## src/rtl/rdiv_pkg.sv

```systemverilog
package rdiv_pkg;
  typedef enum logic {
    DIV_IDLE = 1'b0,
    DIV_RUN  = 1'b1
  } div_state_e;
endpackage

```

## src/rtl/rdiv_ctrl.sv

```systemverilog
module rdiv_ctrl
  import rdiv_pkg::*;
#(
  parameter int N = 32
) (
  input  logic clk_i,
  input  logic rst_ni,
  input  logic start_i,
  input  logic zero_i,
  output logic load_o,
  output logic step_o,
  output logic busy_o,
  output logic done_o,
  output logic dz_o
);
  localparam int CNT_W = $clog2(N + 1);

  div_state_e       state_q;
  logic [CNT_W-1:0] cnt_q;
  logic             done_q, dz_q;
  logic             accept;

  assign accept = start_i && (state_q == DIV_IDLE);
  assign load_o = accept;
  assign step_o = (state_q == DIV_RUN);
  assign busy_o = (state_q == DIV_RUN);
  assign done_o = done_q;
  assign dz_o   = dz_q;

  always_ff @(posedge clk_i or negedge rst_ni) begin
    if (!rst_ni) begin
      state_q <= DIV_IDLE;
      cnt_q   <= '0;
      done_q  <= 1'b0;
      dz_q    <= 1'b0;
    end else begin
      done_q <= 1'b0;
      if (accept) begin
        dz_q <= zero_i;
        cnt_q <= '0;
        if (zero_i) done_q <= 1'b1;
        else state_q <= DIV_RUN;
      end else if (state_q == DIV_RUN) begin
        if (cnt_q == CNT_W'(N)) begin
          state_q <= DIV_IDLE;
          done_q  <= 1'b1;
        end else begin
          cnt_q <= cnt_q + 1'b1;
        end
      end
    end
  end
endmodule

```

## src/rtl/rdiv_datapath.sv

```systemverilog
module rdiv_datapath #(
  parameter int N = 32
) (
  input  logic         clk_i,
  input  logic         rst_ni,
  input  logic         load_i,
  input  logic         zero_i,
  input  logic         step_i,
  input  logic [N-1:0] dividend_i,
  input  logic [N-1:0] divisor_i,
  output logic [N-1:0] quotient_o,
  output logic [N-1:0] remainder_o
);
  localparam int W = 2 * N;

  logic [W-1:0] rem_q, dvs_q;
  logic [N-1:0] quo_q;
  logic [W:0]   trial;
  logic         neg;
  logic [W-1:0] rem_next;

  // extra top bit catches the borrow when rem's upper half is zero
  assign trial    = {1'b0, rem_q} - {1'b0, dvs_q};
  assign neg      = trial[W];
  assign rem_next = neg ? (trial[W-1:0] + dvs_q) : trial[W-1:0];

  always_ff @(posedge clk_i or negedge rst_ni) begin
    if (!rst_ni) begin
      rem_q <= '0;
      dvs_q <= '0;
      quo_q <= '0;
    end else if (load_i) begin
      rem_q <= {{N{1'b0}}, dividend_i};
      dvs_q <= {divisor_i, {N{1'b0}}};
      quo_q <= zero_i ? '1 : '0;
    end else if (step_i) begin
      rem_q <= rem_next;
      quo_q <= {quo_q[N-2:0], ~neg};
      dvs_q <= dvs_q >> 1;
    end
  end

  assign quotient_o  = quo_q;
  assign remainder_o = rem_q[N-1:0];
endmodule

```

## src/rtl/rdiv_top.sv

```systemverilog
module rdiv_top #(
  parameter int N = 32
) (
  input  logic         clk_i,
  input  logic         rst_ni,
  input  logic         start_i,
  input  logic [N-1:0] dividend_i,
  input  logic [N-1:0] divisor_i,
  output logic         busy_o,
  output logic         done_o,
  output logic [N-1:0] quotient_o,
  output logic [N-1:0] remainder_o,
  output logic         div_zero_o
);
  logic zero, load, step;

  assign zero = (divisor_i == '0);

  rdiv_ctrl #(.N(N)) u_ctrl (
    .clk_i  (clk_i),
    .rst_ni (rst_ni),
    .start_i(start_i),
    .zero_i (zero),
    .load_o (load),
    .step_o (step),
    .busy_o (busy_o),
    .done_o (done_o),
    .dz_o   (div_zero_o)
  );

  rdiv_datapath #(.N(N)) u_dp (
    .clk_i      (clk_i),
    .rst_ni     (rst_ni),
    .load_i     (load),
    .zero_i     (zero),
    .step_i     (step),
    .dividend_i (dividend_i),
    .divisor_i  (divisor_i),
    .quotient_o (quotient_o),
    .remainder_o(remainder_o)
  );
endmodule

```

## config.mk

```make
export PLATFORM = sky130hd
export DESIGN_NAME = rdiv_top
export DESIGN_NICKNAME = d
export VERILOG_FILES = /design/src/rtl/rdiv_pkg.sv /design/src/rtl/rdiv_ctrl.sv /design/src/rtl/rdiv_datapath.sv /design/src/rtl/rdiv_top.sv
export SDC_FILE = /design/constraint.sdc
export NUM_CORES = 1
export LEC_CHECK = 0
export ABC_AREA = 1
export BUFFER_PORTS_ARGS = -buffer_cell sky130_fd_sc_hd__buf_4
export CORE_MARGIN = 5
export CORE_UTILIZATION = 40
export CTS_CLUSTER_SIZE = 25
export DETAILED_ROUTE_END_ITERATION = 8
export PLACE_DENSITY = 0.53
export SLEW_MARGIN = 20
export SYNTH_ARGS = -nofsm -noshare
export SYNTH_HDL_FRONTEND = slang
export SYNTH_HIERARCHICAL = 1
export SYNTH_SLANG_ARGS = --single-unit
```

## constraint.sdc

```tcl
create_clock -name clk_i -period 9.7 [get_ports clk_i]
set_input_delay 1.94 -clock clk_i [delete_from_list [all_inputs] [get_ports clk_i]]
set_output_delay 1.94 -clock clk_i [all_outputs]
set_load 0.005 [all_outputs]
```

==> key figures <==
Route
  • Drt first pass iters: 6
  • Starting DRT DRC Count: 2,199
  • Avg WL per Cell: 21.8 µm
  • Vias: 20,700
  • ANT nets after route: 0
  • Via density: 5.48
  • Post-Route WL: 82,400 µm
  • DR DRC count: 0

Floorplan
  • IO Pins: 134
  • Starting Density: 40.6%
  • Full die area: 50,600 µm²
  • Rows: 78
  • Core ar.: 45,600 µm²
  • Die span in y: 225 µm
  • Die span in x: 225 µm

Layout
  • Total Nets Final: 3,368
  • Layout fillers: 4,989
  • Fin util: 44.7%
  • Share of layout cells above drive strength 1: 6.64%
  • Final instance area: 20,400 µm²
  • Area Growth Syn to Fin: 10.3%
  • Number of diodes: 0

Yosys
  • Most numerous cell in the Yosys netlist: nand2_1
  • Area share of the largest cell type after synthesis: 22.9%
  • Seq/Total Area, Yosys: 22.9%
  • Post-synth top area cell: dfrtp_1
  • Leading cell types by count after synthesis: nand2_1, inv_1, nor2_1, nand3_1, dfrtp_1
  • Synth async-reset ratio: 100%
  • Cell Area, Synth: 18,500 µm²
  • Syn_nets: 3,301
  • Yosys cell types: 47
  • Synth Instances: 3,097
  • EDFF count, synth: 0
  • Synth Register Bits: 169
  • Avg Cell Area, Syn: 5.97 µm²
  • Ys Warns: 6
  • Synth area leaders: dfrtp_1, nand2_1, inv_1
  • Main synth FF type: dfrtp_1

Critical path
  • WS Path Type: flop to flop
  • Crit path capture type: flop
  • Critical Path RT: 10.04 ns
  • Crit path launch type: flop
  • CP Max Fanout: 4
  • Worst endpoint data arrival time: 5.47 ns

GRT
  • Vias in the first global route: 19,800
  • Initial antenna violation count: 0
  • Largest net degree at the start of global routing: 110
  • First-pass GRT wire length: 121,000 µm
  • Global route overflow: 0
  • GRT Total Usage: 31.7%

Pwr
  • Worst vdd ir: 0.0000936 V
  • Leak: 12.8 nW
  • PwrDens: 73.3 nW/µm²

Worst hold path
  • Worst hold path type: flop to flop

Timing
  • Skew final: 0.0145 ns
  • Max Transition Viols Final: 0
  • Slew HR: 39.6%
  • Final worst-path cycle share: 52.9%
  • Max Clock Freq: 195 MHz
  • PnR worst setup slack: 4.57 ns
  • RSZ-0062 raised after global routing: no
  • Least-Margin Pin Slew: 0.905 ns
  • Tmin final: 5.13 ns
  • Final number of setup-violating endpoints: 0
  • Setup TNS Final: 0 ns
  • Hold Fails Final Rpt: 0

Clock network
  • H-tree depth: 4
  • Clk Latency, worst-skew pair: 0.46 ns
  • Post-CTS resize count: 0
  • Post-CTS Setup Inserts: 0
  • Max Root-Sink Buffers: 2
  • CTS tree: done
  • Clock Sinks: 169
  • Root Buffer: clkbuf_16
  • CTS clk-pin slew, worst paths: 0.07 ns
  • # hold bufs at CTS: 0
  • CTS buffer count: 17

Flow run
  • # Max-Cap Violations: 0

Placement
  • GPL Wtd Cong: 1.07
  • PortBufs: 133
  • Area post-placement: 19,800 µm²
  • DP Worst Slack: 4.28 ns
  • DP HPWL: 68,400 µm

Status
  • Outcome: finished, final reports clean
-- power breakdown --
| part | switching [mW] | total, mW | internal (mW) |
|---|---|---|---|
| Combinational | 0.0247 | 0.0430 | 0.0182 |
| Clock | 0.334 | 0.747 | 0.413 |
| Sequential | 0 | 0.704 | 0.704 |
| Total | 0.359 | 1.49 | 1.13 |
-- cells by family (layout without fill, tap and decap cells) --
kind of cell               Yosys count  count (layout)  share of synthesized area, %
and+or+nand+nor                   1627            1627                          35.9
AOI/OAI and AO/OA                  449             449                          14.7
DFF                                169             169                          22.9
xor gates and xnor gates            58              58                          2.75
buffers and inverters              657             737                          14.4
adders and majority gates          137             137                          9.36
-- cells in the final DEF (no fill, tap or decap), types with 3 or more instances in the layout --
| master | count |
|---|---|
| a21o_1 | 4 |
| a21oi_1 | 160 |
| nor2_2 | 3 |
| a21oi_2 | 3 |
| nand2_2 | 10 |
| o21bai_1 | 33 |
| bufinv_16 | 3 |
| ha_1 | 135 |
| o21a_1 | 4 |
| inv_6 | 6 |
| nand2_1 | 1024 |
| nand3_2 | 4 |
| a22oi_1 | 28 |
| xnor2_1 | 13 |
| nand3b_1 | 4 |
| nor3_1 | 32 |
| dfrtp_1 | 169 |
| o22ai_1 | 33 |
| nand2_4 | 3 |
| o21ai_0 | 101 |
| nor4_1 | 6 |
| nor2_4 | 4 |
| inv_1 | 556 |
| inv_2 | 6 |
| nand4_1 | 29 |
| buf_4 | 139 |
| nor2_1 | 294 |
| nand3_1 | 208 |
| xor2_1 | 45 |
| o21ai_1 | 19 |
| clkbuf_16 | 17 |
| o221ai_1 | 58 |
-- layout make-up --
type                    instances  area, µm²  area share [%]
flip-flops and latches        169       4230            20.8
inverters                     565       2120            10.4
multi-input cells            2271      11600            56.9
repair buffers                140       1060            5.19
well taps                     600        751            3.68
clock inverters                14        184           0.903
clock buffers                  18        429            2.11
-- routing by layer --
| metal | share of wire [%] | up-vias | track usage [%] |
|---|---|---|---|
| li1 | - | 9946 | - |
| met1 | 46 | 9794 | 46.7 |
| met2 | 42 | 866 | 46.6 |
| met3 | 9.6 | 108 | 6.97 |
| met4 | 2.7 | 0 | 9.09 |
| met5 | 0 | - | 0 |
-- sequential cells by signal (all words and copies together), names as in the netlist --
signal / count
u_dp/quotient_o: 32
u_ctrl/dz_o: 1
u_ctrl/busy_o: 1
u_dp/dvs_q: 64
u_ctrl/done_o: 1
u_ctrl/cnt_q: 6
u_dp/rem_q: 64
-- worst paths after layout --
path | start | end | slack (ns) | depth (start not counted)
max in group asynchronous | rst_ni | u_dp/rem_q[63] | 6.63 | 2
hold reg to reg | u_ctrl/dz_o | u_ctrl/dz_o | 0.49 | 2
setup reg to reg | u_dp/rem_q[0] | u_dp/rem_q[43] | 4.57 | 26
setup / recovery | u_dp/rem_q[0] | u_dp/rem_q[43] | 4.57 | 26
hold / removal | u_ctrl/dz_o | u_ctrl/dz_o | 0.49 | 2
min in group asynchronous | rst_ni | u_dp/rem_q[2] | 1.60 | 1
-- through the flow --
stage | total power, mW | instances | hold slack [ns]
6_report | 1.49 | 3777 | 0.488
3_5_place_dp | 0.761 | 3745 | 0.474
5_1_grt | 1.54 | 3777 | 0.515
2_1_floorplan | 0.720 | 3097 | 0.455
4_1_cts | 1.51 | 3777 | 0.496
3_3_place_gp | 0.761 | 3745 | 0.471
-- worst max-delay path, cell delays in order, from the launching register on --
cell and delay, ns:
dfrtp_1 0.38, inv_1 0.06, ha_1 0.25, fa_1 0.48, inv_2 0.17, nand3_1 0.10
nand2_2 0.18, nand2_1 0.09, nand2_2 0.18, nand2_1 0.10, nand2_2 0.14, nand2_1 0.07
nand2_1 0.19, xor2_1 0.42, inv_1 0.09, ha_1 0.36, nand2_1 0.15, nor2_1 0.26
nand2_1 0.21, nor2_1 0.14, nand2_1 0.06, nand2_1 0.22, nand2_1 0.13, nand3_1 0.08
nand3_1 0.23, nand3_1 0.19, nand2_1 0.06
Power figures use the tool's default switching activity.
